[config.mk]
export PLATFORM = sky130hd
export DESIGN_NAME = dpau_top
export DESIGN_NICKNAME = d
export VERILOG_FILES = /design/src/rtl/dpau_pkg.sv /design/src/rtl/dpau_ctrl.sv /design/src/rtl/dpau_dp.sv /design/src/rtl/dpau_top.sv
export SDC_FILE = /design/constraint.sdc
export NUM_CORES = 1
export LEC_CHECK = 0
export ABC_AREA = 0
export BUFFER_PORTS_ARGS = -buffer_cell sky130_fd_sc_hd__buf_2
export CELL_PAD_IN_SITES_DETAIL_PLACEMENT = 1
export CELL_PAD_IN_SITES_GLOBAL_PLACEMENT = 1
export CORE_UTILIZATION = 38
export DETAILED_ROUTE_END_ITERATION = 12
export HOLD_SLACK_MARGIN = 0.06
export PLACE_DENSITY = 0.95
export SYNTH_ARGS = -nofsm -noshare
export SYNTH_HDL_FRONTEND = slang
export SYNTH_HIERARCHICAL = 1
export SYNTH_SLANG_ARGS = --single-unit
[constraint.sdc]
create_clock -name clk -period 7.66 [get_ports clk]
set_input_delay 0.383 -clock clk [delete_from_list [all_inputs] [get_ports clk]]
set_output_delay 0.383 -clock clk [all_outputs]
set_load 0.05 [all_outputs]
[src/rtl/dpau_pkg.sv]
package dpau_pkg;
  localparam int PTR_CNT = 2;

  typedef enum logic [1:0] {
    MODE_HOLD = 2'd0,
    MODE_UP   = 2'd1,
    MODE_DOWN = 2'd2,
    MODE_RSVD = 2'd3
  } stepMode_e;

  // strobes from control to datapath
  typedef struct packed {
    logic sel;      // pointer used by the access
    logic stepEn;   // apply a +/-1 step to the selected pointer
    logic stepDown; // step direction
    logic preStep;  // address with the stepped value (store)
    logic rdEn;
    logic wrEn;
  } dpStrobe_t;
endpackage

[src/rtl/dpau_ctrl.sv]
module dpau_ctrl
  import dpau_pkg::*;
(
  input  logic       accValid,
  input  logic       accSel,
  input  logic       accStore,
  input  logic [1:0] accMode,
  output dpStrobe_t  strobe
);
  stepMode_e modeDec;

  always_comb begin
    modeDec = stepMode_e'(accMode);
    strobe.sel      = accSel;
    strobe.stepEn   = accValid && (modeDec == MODE_UP || modeDec == MODE_DOWN);
    strobe.stepDown = (modeDec == MODE_DOWN);
    strobe.preStep  = accStore;
    strobe.rdEn     = accValid && !accStore;
    strobe.wrEn     = accValid && accStore;
  end
endmodule

[src/rtl/dpau_dp.sv]
module dpau_dp
  import dpau_pkg::*;
#(
  parameter int PTR_W  = 16,
  parameter int ADDR_W = 11
) (
  input  logic                     clk,
  input  logic                     rstN,
  input  dpStrobe_t                strobe,
  input  logic                     swWrEn,
  input  logic                     swSel,
  input  logic [PTR_W-1:0]         swData,
  output logic [PTR_CNT-1:0][PTR_W-1:0] ptrQ,
  output logic [ADDR_W-1:0]        addr
);
  logic [PTR_W-1:0] selPtr;
  logic [PTR_W-1:0] stepped;
  logic [PTR_W-1:0] addrFull;

  assign selPtr  = ptrQ[strobe.sel];
  assign stepped = strobe.stepDown ? selPtr - PTR_W'(1) : selPtr + PTR_W'(1);

  always_comb begin
    if (strobe.preStep && strobe.stepEn) addrFull = stepped;
    else                                  addrFull = selPtr;
  end
  assign addr = addrFull[ADDR_W-1:0];

  for (genvar i = 0; i < PTR_CNT; i++) begin : g_ptr
    logic swHit;
    logic stepHit;
    assign swHit   = swWrEn && (swSel == 1'(i));
    assign stepHit = strobe.stepEn && (strobe.sel == 1'(i));

    always_ff @(posedge clk or negedge rstN) begin
      if (!rstN)        ptrQ[i] <= '0;
      else if (swHit)   ptrQ[i] <= swData;
      else if (stepHit) ptrQ[i] <= stepped;
    end
  end
endmodule

[src/rtl/dpau_top.sv]
module dpau_top
  import dpau_pkg::*;
#(
  parameter int PTR_W  = 16,
  parameter int ADDR_W = 11,
  parameter int DATA_W = 16
) (
  input  logic              clk,
  input  logic              rstN,
  input  logic              accValid,
  input  logic              accSel,
  input  logic              accStore,
  input  logic [1:0]        accMode,
  input  logic [DATA_W-1:0] storeData,
  input  logic              swWrEn,
  input  logic              swSel,
  input  logic [PTR_W-1:0]  swData,
  output logic [PTR_W-1:0]  ptr0Out,
  output logic [PTR_W-1:0]  ptr1Out,
  output logic [ADDR_W-1:0] memAddr,
  output logic              memRdEn,
  output logic              memWrEn,
  output logic [DATA_W-1:0] memWrData
);
  dpStrobe_t strobe;
  logic [PTR_CNT-1:0][PTR_W-1:0] ptrQ;

  dpau_ctrl u_ctrl (
    .accValid(accValid),
    .accSel  (accSel),
    .accStore(accStore),
    .accMode (accMode),
    .strobe  (strobe)
  );

  dpau_dp #(.PTR_W(PTR_W), .ADDR_W(ADDR_W)) u_dp (
    .clk   (clk),
    .rstN  (rstN),
    .strobe(strobe),
    .swWrEn(swWrEn),
    .swSel (swSel),
    .swData(swData),
    .ptrQ  (ptrQ),
    .addr  (memAddr)
  );

  assign ptr0Out   = ptrQ[0];
  assign ptr1Out   = ptrQ[1];
  assign memRdEn   = strobe.rdEn;
  assign memWrEn   = strobe.wrEn;
  assign memWrData = storeData;
endmodule

Yosys cells after proc, flatten, opt, wreduce, memory -nomap -nowiden
Cells that the tools add are included.

Register bits: 32. Latch bits: 0. RAM bits: 0. Memory bits (read-only): 0. Output and inout bits: 61. Word-level logic and storage cells: 29. Memories: 0.

$add $sub $neg: 2. Multiply operators: 0. Divide/modulo/power cells: 0. $lt $le $gt $ge: 1. Equal/unequal tests: 2. Shift-type cells: 0. Mux-type cells: 8. Bitwise logic cells: 2. Reduce and logical (&&, ||, !) cells: 12.

Operator list (number): $mux W16 (7); $add A16 B1 Y16 const B (1); $sub A16 B1 Y16 const B (1); $mux W11 (1); $logic_and A1 B1 Y1 (8); $reduce_bool A2 Y1 (2); $eq A2 B1 Y1 const B (1); $eq A2 B2 Y1 const B (1); $lt A1 B2 Y1 const B (1); $not A1 Y1 (2); $logic_not A1 Y1 (1); $logic_or A1 B1 Y1 (1).

Longest topological paths before layout
Gate-level depths: netlist of run 1.

Word-level depth: 6. Gate-level depth with buffers: 12. Mapped depth without buffers: 10.

Cells and area by module
Netlist of run 1, hierarchy kept.

By module, submodules not included: dpau_dp (times used 1, cells an instance 280, area an instance 2433.6 µm²); dpau_top (times used 1, cells an instance 16, area an instance 120.1 µm²); dpau_ctrl (times used 1, cells an instance 7, area an instance 53.8 µm²).

Worst setup path after synthesis of run 1
Ideal clock, no wire load.

Path type: input to output. Start: in accSel. End: out memAddr[10]. Data arrival time: 3.779 ns. Data required time: 7.277 ns. Slack: 3.498 ns. Stages: 11. Path buffers: 3. Cells stage by stage: buf_4 buf_6 clkbuf_1 mux2_2 ha_1 and3_2 a221oi_2 nor2_1 or2_2 xnor2_1 o21ai_0.

Word-level cells in the longest chain between the ends: 5. Elaborated cells on any way between the ends: 6. Those cells by class: add/sub (2); mux (4).

Ends and longest elaborated chain: start, declared (RTL line dpau_top.sv:11) `input logic accSel,`; $mux W16 (not written as such) * (2 in series) (RTL line dpau_dp.sv:20) `assign selPtr = ptrQ[strobe.sel];`; $add A16 B1 Y16 / $sub A16 B1 Y16 (equally long branches) (RTL line dpau_dp.sv:21) `assign stepped = strobe.stepDown ? selPtr - PTR_W'(1) : selPtr + PTR_W'(1);`; $mux W16 (RTL line dpau_dp.sv:21); $mux W11 * (RTL line dpau_dp.sv:24) `if (strobe.preStep && strobe.stepEn) addrFull = stepped;`; end, declared (RTL line dpau_top.sv:20) `output logic [ADDR_W-1:0] memAddr,`.

Mark *: on every way between the ends. The rest lies on a longest branch, timed or not. The select of a mux whose other input is x is not followed.

Final worst setup path of run 1
Same ends and word-level chain as after synthesis.

==> impl_metrics.tcl, run 1 <==
set metrics [dict create \
    run_status "complete, but fails checks" \
    violations "DRC" \
    clock_latency_ns 0.29 \
    r2r_start "u_dp/ptrQ[0]" \
    synth-seq-cells 32 \
    cp_data_arrival_time_ns 3.31 \
    slew_headroom_pct 22.8 \
    drt_iter0_markers 155 \
    critPathMaxFanout 20 \
    first_pass_iters 10 \
    grt_max_degree 33 \
    largest_register_ffs 32 \
    clock_path_buffers 2 \
    setup_viol_count_final 0 \
    routed_wl_um 8090 \
    cts_sinks 32 \
    num_vias 2456 \
    crit_path_start "accSel" \
    finalInstanceArea_um2 2950 \
    port_buffers 69 \
    grt.overflow.total 0 \
    path_clk_slew_ns 0.07 \
    nets 405 \
    cts_resized 0 \
    postRouteAntennaNets 0 \
    die_area_um2 7200 \
    rsz0062_at_grt "false" \
    initial_core_util_pct 40.1 \
    area_delta_synth_final_pct 13.2 \
    setup_slack_ns 3.97 \
    fmax_ghz 0.271 \
    worstSetupPathType "in2out" \
    fin_util_pct 45.5 \
    antenna_found_initial 0 \
    die_w_um 84.8 \
    die_h_um 84.8 \
    grt_busiest_layer "met2" \
    met2_usage_pct 40.7 \
    pre_cts_ws_ns 3.98 \
    gr-usage-met3_pct 3.40 \
    drive_above_1_share_pct 30.7 \
    largest_register "u_dp/ptrQ" \
    clock_skew_ns 0.00742 \
    critPathRequiredTime_ns 7.28 \
    holdBufCountCts 0 \
    postPlaceCellArea_um2 2860 \
    fin_crit_sh_pct 48.2 \
    dpl.hpwl_um 5820 \
    vias_per_cell 5.78 \
    cts_made_buffers 5 \
    routabilityCongestion 0.906 \
    hp-class "in2async" \
    drv_cap 0 \
    worst_setup_path_start_kind "input port" \
    ys.flop_type "dfrtp_1" \
    syn_nets 360 \
    synth_area_leader_cell "dfrtp_1" \
    ys_seq_area_share_pct 30.7 \
    netlist.area_leader.share_pct 30.7 \
    hold_viol 0 \
    synth_area_um2 2610 \
    ys_async_sr_fraction_pct 100 \
    fillers 808 \
    boundaryPins 102 \
    cts_setup_buffers 0 \
    grt_pass1_wl_um 13000 \
    root_buffer "clkbuf_8" \
    p_total_w 0.000922 \
    grt_pass1_vias 2634 \
    num_antenna_cells 0 \
    synth_warnings 6 \
    htree_levels 2 \
    irDropWorstVdd_uv 86.6 \
    use_met1_pct 28.2 \
    period_minus_slack_ns 3.69 \
    core_um2 6490 \
    synth-edff-count 0 \
    avgSynthCellArea_um2 8.61 \
    endpoint_kind "output port" \
    synthTopCellsByArea "dfrtp_1 (31%), mux2_2 (8.6%), ha_1 (7.2%), nand2_1 (7.1%), buf_4 (5.5%)" \
    grt.total_usage_pct 23.0 \
    tightest_slew_ns 1.16 \
    leakagePower_nw 1.39 \
    wl_per_cell_um 19.0 \
    power.density_nw_per_um2 312 \
    reg.largest.list "u_dp/ptrQ (32)" \
    num_rows 29 \
    syn_inst 303 \
    synth_cell_types 45 \
    setup_tns_ns 0 \
    final-max-slew-violation-count 0 \
    remaining_drc_errors 10 \
    cts_tree "done" \
]
## per-layer routing
metal  vias up  part of all wire, %  routed length [um]
li1       1132                    -                   -
met1      1230                   42                3440
met2        81                   51                4140
met3        13                  4.7                 383
met4         0                  1.6                 133
met5         -                    0                   0
## cells in the mapped netlist (4+ instances only)
library cell / n
a21oi_1: 26
a31oi_1: 10
buf_4: 19
clkbuf_1: 10
dfrtp_1: 32
ha_1: 15
inv_1: 4
mux2_2: 20
mux2i_1: 8
nand2_1: 49
nor2_1: 20
o21ai_0: 23
o21ai_1: 4
xnor2_1: 11
xor2_1: 7
## layout make-up
class / count / area, um^2 / share of cell area [%]
multi-input cells: 235 / 1590 / 53.9
flip-flops and latches: 32 / 801 / 27.1
repair buffers: 70 / 353 / 11.9
clock buffers: 7 / 96.3 / 3.26
well taps: 77 / 96.3 / 3.26
inverters: 4 / 15.0 / 0.508
## stage by stage
stage               hold WS (ns)  cells
floorplan                 0.0874    303
global placement           0.476    418
detailed placement         0.494    418
CTS                        0.173    425
global route               0.214    425
finish                     0.152    425
## worst paths after layout
path                                  to  depth (start not counted)  slack, ns
min reg2reg                 u_dp/ptrQ[8]                          2       0.54
max                          memAddr[10]                         11       3.97
max in group asynchronous  u_dp/ptrQ[10]                          1       7.03
min in group clk           u_dp/ptrQ[24]                          3       0.32
min                        u_dp/ptrQ[20]                          1       0.15
max reg2reg                u_dp/ptrQ[30]                         10       4.79
## cell usage in the layout, fill, tap and decap left out, drive strengths merged, types with 9 or more instances in the layout
cell type / n
mux2: 20
xnor2: 11
a31oi: 10
buf: 70
ha: 15
mux2i: 9
a21oi: 27
o21ai: 27
dfrtp: 32
nor2: 20
nand2: 49
## power by group
part	switching [W]	internal, W	total (W)
combinational	0.000384	0.000158	0.000542
sequential	0.0000307	0.000205	0.000236
clock	0.0000641	0.0000800	0.000144
## cells by family (layout without fill, tap and decap cells)
group                    count (synthesis)  count (layout)  share of synthesized area (%)
multiplexers                            29              29                           12.2
adder cells (fa/ha/maj)                 16              16                           7.97
flip-flops                              32              32                           30.7
AND/OR/NAND/NOR                         88              88                           14.7
AO/OA/AOI/OAI                           84              84                           20.1
XOR/XNOR                                18              18                           6.05
buffers and inverters                   36              81                           8.25
## worst max-delay path, cell delays in order
cell	delay [ns]
buf_2	0.40
mux2i_2	0.35
inv_1	0.12
fa_1	0.41
a21o_1	0.21
a221oi_2	0.37
nor2_1	0.13
or2_2	0.30
xnor2_1	0.15
o21ai_0	0.18
buf_2	0.30
No activity file was read; power rests on OpenSTA's default activity.
==> run 2: changes to the inputs <==
--- a/config.mk
+++ b/config.mk
@@ -9,10 +9,10 @@
 export BUFFER_PORTS_ARGS = -buffer_cell sky130_fd_sc_hd__buf_2
 export CELL_PAD_IN_SITES_DETAIL_PLACEMENT = 1
 export CELL_PAD_IN_SITES_GLOBAL_PLACEMENT = 1
-export CORE_UTILIZATION = 38
+export CORE_UTILIZATION = 36
 export DETAILED_ROUTE_END_ITERATION = 12
 export HOLD_SLACK_MARGIN = 0.06
-export PLACE_DENSITY = 0.95
+export PLACE_DENSITY = 0.92
 export SYNTH_ARGS = -nofsm -noshare
 export SYNTH_HDL_FRONTEND = slang
 export SYNTH_HIERARCHICAL = 1
==> constraint.sdc (replaced) <==
create_clock -name clk -period 3.7 [get_ports clk]
set_input_delay 0.185 -clock clk [delete_from_list [all_inputs] [get_ports clk]]
set_output_delay 0.185 -clock clk [all_outputs]
set_load 0.05 [all_outputs]
==> run 2 against run 1 <==
The flow now finishes without violations. Hold slack worse by 0.035 ns. Sequential power is 110% higher. Final cell count is 5.2% higher. Wire length is 2.8% higher. Clock skew is 0.0020 ns lower. Non-clock buffer count is 3 higher. Highest routed layer unchanged.
==> impl_metrics.tcl, run 2 (synthesis gave the netlist of run 1 again) <==
set metrics [dict create \
    wl_per_cell_um 18.6 \
    setup_tns_ns 0 \
    setup_slack_ns 0.327 \
    critPathMaxFanout 4 \
    cts_tree "done" \
    remaining_drc_errors 0 \
    fmax_ghz 0.297 \
    fin_crit_sh_pct 91.2 \
    grt_pass1_wl_um 13200 \
    pre_cts_ws_ns 0.421 \
    fin_util_pct 43.5 \
    area_delta_synth_final_pct 15.1 \
    worst_setup_path_start_kind "flop" \
    slew_headroom_pct 31.4 \
    routed_wl_um 8320 \
    worstSetupPathType "reg2out" \
    path_clk_slew_ns 0.07 \
    rsz0062_at_grt "false" \
    grt_max_degree 33 \
    max_stage_delay_ns 0.44 \
    htree_levels 2 \
    clock_skew_ns 0.00541 \
    tightest_slew_ns 1.03 \
    drv_cap 0 \
    cp_data_arrival_time_ns 3.19 \
    endpoint_kind "output port" \
    critPathRequiredTime_ns 3.51 \
    core_um2 6910 \
    vias_per_cell 5.64 \
    die_area_um2 7590 \
    die_w_um 87.1 \
    cts_resized 0 \
    final-max-slew-violation-count 0 \
    power.density_nw_per_um2 639 \
    irDropWorstVdd_uv 171 \
    postRouteAntennaNets 0 \
    grt.total_usage_pct 22.6 \
    holdWs_ns 0.116 \
    grt.overflow.total 0 \
    crit_chain "mux2i_2, inv_1, fa_1, a21o_1, a221oi_2, nor2_1, or2_2, xnor2_1, o21ai_1, buf_2" \
    largest_register_ffs 32 \
    grt_pass1_vias 2643 \
    routabilityCongestion 0.893 \
    antenna_found_initial 0 \
    period_minus_slack_ns 3.37 \
    num_rows 30 \
    initial_core_util_pct 37.8 \
    num_antenna_cells 0 \
    root_buffer "clkbuf_8" \
    drive_above_1_share_pct 31.1 \
    cp_slowest_cell "fa_1" \
    reg.largest.list "u_dp/ptrQ (32)" \
    run_status "finished, final reports clean" \
    clock_path_buffers 2 \
    leakagePower_nw 1.41 \
    clock_latency_ns 0.29 \
    postPlaceCellArea_um2 2900 \
    num_vias 2519 \
    drt_iter0_markers 194 \
    cts_made_buffers 5 \
    hold_viol 0 \
    setup_viol_count_final 0 \
    largest_register "u_dp/ptrQ" \
    boundaryPins 102 \
    hp-class "in2reg" \
    cts_setup_buffers 0 \
    die_h_um 87.1 \
    dpl.hpwl_um 6060 \
    port_buffers 69 \
    finalInstanceArea_um2 3000 \
    layout_commonest_cell "buf_2" \
    nets 408 \
    cts_sinks 32 \
    layout_common_cells "buf_2 (69), nand2_1 (49), dfrtp_1 (32)" \
    first_pass_iters 4 \
]
==> run 2: critical path, delay by kind of cell, from the launching register on <==
kind,cells,cell delay (ns)
AO/OA/AOI/OAI,3,0.79
adder cells (fa/ha/maj),1,0.44
flip-flops,1,0.43
buffers and inverters,2,0.41
AND/OR/NAND/NOR,2,0.41
multiplexers,1,0.23
XOR/XNOR,1,0.17
==> run 2: path summary, 6_finish.rpt <==
path	endpoint	slack, ns	startpoint	depth (start not counted)
max in group asynchronous	u_dp/ptrQ[31]	2.70	rstN	2
setup reg to reg	u_dp/ptrQ[30]	0.78	u_dp/ptrQ[0]	10
hold / removal	u_dp/ptrQ[7]	0.12	swData[7]	3
setup / recovery	memAddr[10]	0.33	u_dp/ptrQ[0]	10
hold reg to reg	u_dp/ptrQ[9]	0.57	u_dp/ptrQ[9]	2
min in group asynchronous	u_dp/ptrQ[20]	0.50	rstN	2
==> run 2: per-layer routing <==
metal  vias up  global-route usage [%]  routed length (um)
li1       1142                       -                   -
met3        21                    2.84                 377
met4         0                    9.54                 227
met2        90                    41.2                4250
met1      1266                    26.5                3460
met5         -                       0                   0
==> run 2: final cells by class <==
type,instances,area (um^2)
Tap cell,96,120
Sequential cell,32,801
Multi-Input combinational cell,235,1590
Clock buffer,7,96.3
Timing Repair Buffer,73,378
Inverter,4,15.0
Fill cell,877,3910
==> run 2: per-stage QoR <==
stage               total power (W)  instances
floorplan                   0.00138        303
global placement            0.00156        439
detailed placement          0.00161        439
CTS                         0.00192        447
global route                0.00202        447
finish                      0.00192        447
==> run 2: what timing repair did <==
item,in CTS,in global routing
hold buffers,1,0
setup endpoints to repair,0,0
endpoints found under the hold margin,32,0
==> run 2: where the power goes <==
group / internal, W / leakage [nW] / switching, W / total [W]
sequential: 0.000425 / 0.380 / 0.0000672 / 0.000492
combinational: 0.000330 / 0.978 / 0.000798 / 0.00113
clock: 0.000166 / 0.0503 / 0.000132 / 0.000298
==> run 3: changes to the inputs <==
--- a/config.mk
+++ b/config.mk
@@ -9,6 +9,7 @@
 export BUFFER_PORTS_ARGS = -buffer_cell sky130_fd_sc_hd__buf_2
 export CELL_PAD_IN_SITES_DETAIL_PLACEMENT = 1
 export CELL_PAD_IN_SITES_GLOBAL_PLACEMENT = 1
+export CORE_ASPECT_RATIO = 0.7
 export CORE_UTILIZATION = 36
 export DETAILED_ROUTE_END_ITERATION = 12
 export HOLD_SLACK_MARGIN = 0.06
==> run 3 against run 2 <==
Core utilization grew 0.45 points. Maximum frequency shrank 3.4%. Hold slack lost 0.0070 ns. Combinational power is essentially flat. Via count shrank 0.91%. Largest power group unchanged. Register-to-register slack lost 0.24 ns. Global-route usage grew 0.33 points.
==> impl_metrics.tcl, run 3 (synthesis gave the netlist of run 1 again) <==
set metrics [dict create \
    run_status "finished, final reports clean" \
    endpoint_kind "output port" \
    power.density_nw_per_um2 668 \
    tightest_slew_ns 1.00 \
    initial_core_util_pct 37.9 \
    hold_start "swData[5]" \
    setup_tns_ns 0 \
    grt_pass1_wl_um 13400 \
    leakagePower_nw 1.42 \
    area_delta_synth_final_pct 15.9 \
    vias_per_cell 5.61 \
    drv_cap 0 \
    antenna_found_initial 0 \
    core_um2 6880 \
    grt_pass1_vias 2558 \
    pre_cts_ws_ns 0.389 \
    die_w_um 104 \
    drive_above_1_share_pct 31.1 \
    cts_tree "done" \
    root_buffer "clkbuf_8" \
    postRouteAntennaNets 0 \
    largest_register "u_dp/ptrQ" \
    die_area_um2 7590 \
    htree_levels 2 \
    drt_iter0_markers 133 \
    rr_endpoint "u_dp/ptrQ[12]" \
    die_h_um 73.2 \
    rsz0062_at_grt "false" \
    setup_viol_count_final 0 \
    dpl.hpwl_um 6230 \
    comb_power_share_pct 57.0 \
    fmax_ghz 0.286 \
    critPathRequiredTime_ns 3.51 \
    r2r_slack_ns 0.54 \
    swShare_pct 50.8 \
    clock_skew_ns 0.00498 \
    routed_wl_um 8610 \
    p_int_w 0.000993 \
    instances_no_fill 445 \
    fillers 839 \
    slew_headroom_pct 33.2 \
    p_total_w 0.00202 \
    clock_latency_ns 0.30 \
    holdWs_ns 0.109 \
    worstSetupPathType "reg2out" \
    num_rows 25 \
    grt.total_usage_pct 22.9 \
    worst_setup_path_start_kind "flop" \
    first_pass_iters 5 \
    layout_common_cells "buf_2 (69), nand2_1 (49), dfrtp_1 (32)" \
    wl_per_cell_um 19.3 \
    cts_setup_buffers 0 \
    remaining_drc_errors 0 \
    boundaryPins 102 \
    layout_commonest_cell "buf_2" \
    port_buffers 69 \
    clock_path_buffers 2 \
    hp-class "in2reg" \
    dp_cells 436 \
    largest_register_ffs 32 \
    cts_resized 0 \
    reg.largest.list "u_dp/ptrQ (32)" \
    cts_made_buffers 5 \
    pwr-share-seq_pct 24.3 \
    hold_viol 0 \
    num_antenna_cells 0 \
    path_clk_slew_ns 0.07 \
    critPathMaxFanout 4 \
    hold_depth 3 \
    hold_end "u_dp/ptrQ[5]" \
    grt.overflow.total 0 \
    final-max-slew-violation-count 0 \
    cp_data_arrival_time_ns 3.31 \
    period_minus_slack_ns 3.49 \
    grt_max_degree 33 \
    irDropWorstVdd_uv 190 \
    setup_slack_ns 0.207 \
    nets 407 \
    cts_sinks 32 \
    fin_crit_sh_pct 94.4 \
    num_vias 2496 \
    r2r_cells 10 \
    r2r_start "u_dp/ptrQ[0]" \
    power_frac_clock_pct 18.7 \
    routabilityCongestion 0.931 \
    p_sw_w 0.00103 \
]
==> run 3: changes by cell type in the layout (fill, tap and decap cells not counted), sizes merged <==
cell	before	now
buf	72	71
bufinv	0	1
==> run 3: how the worst max path moves through the flow <==
stage                 startpoint     endpoint  slack, ns  depth (start not counted)
CTS                 u_dp/ptrQ[0]  memAddr[10]       0.28                         10
detailed placement        accSel  memAddr[10]       0.39                         11
finish              u_dp/ptrQ[0]  memAddr[10]       0.21                         10
global route              accSel   memAddr[8]       0.10                         11
floorplan                 accSel   memAddr[7]       0.20                         10
global placement          accSel  memAddr[10]       0.53                         10
==> run 3: worst max-delay path, cell delays in order (launching register included) <==
cell,delay (ns)
dfrtp_1,0.42
mux2i_2,0.25
inv_1,0.13
fa_1,0.42
a21o_1,0.21
a221oi_2,0.48
nor2_1,0.13
or2_2,0.31
xnor2_1,0.16
o21ai_1,0.20
buf_2,0.30
==> run 3: power groups by stage <==
stage	Clock (W)	Sequential, W	Combinational [W]
floorplan	0	0.000746	0.000638
global placement	0	0.000493	0.00108
detailed placement	0	0.000495	0.00113
CTS	0.000383	0.000489	0.00114
global route	0.000392	0.000499	0.00121
finish	0.000378	0.000491	0.00115
==> run 3: routing by layer <==
| layer | vias to the layer above | GRT usage [%] | wire length (um) |
|---|---|---|---|
| li1 | 1138 | - | - |
| met1 | 1225 | 28.0 | 3750 |
| met2 | 111 | 40.7 | 4090 |
| met3 | 22 | 5.09 | 609 |
| met4 | 0 | 7.46 | 157 |
| met5 | - | 0 | 0 |
==> run 3: timing repair <==
item / 4_1_cts / 5_1_grt
setup endpoints to repair: 0 / 0
hold buffers: 1 / 0
hold endpoints to repair: 32 / 0
==> run 3: through the flow <==
step | util (%) | instance area, um^2
after floorplan | - | 2610
after global placement | 41.9 | 2890
after detailed placement | 41.9 | 2890
after CTS | 43.9 | 3020
after global routing | 43.9 | 3020
final | 43.9 | 3020
==> run 3: final cells by class <==
class / count / area [um^2] / share of cell area (%)
Clock buffer: 7 / 96.3 / 3.19
Clock inverter: 1 / 30.0 / 0.994
Inverter: 4 / 15.0 / 0.497
Multi-Input combinational cell: 235 / 1590 / 52.7
Sequential cell: 32 / 801 / 26.5
Tap cell: 94 / 118 / 3.89
Timing Repair Buffer: 72 / 370 / 12.3
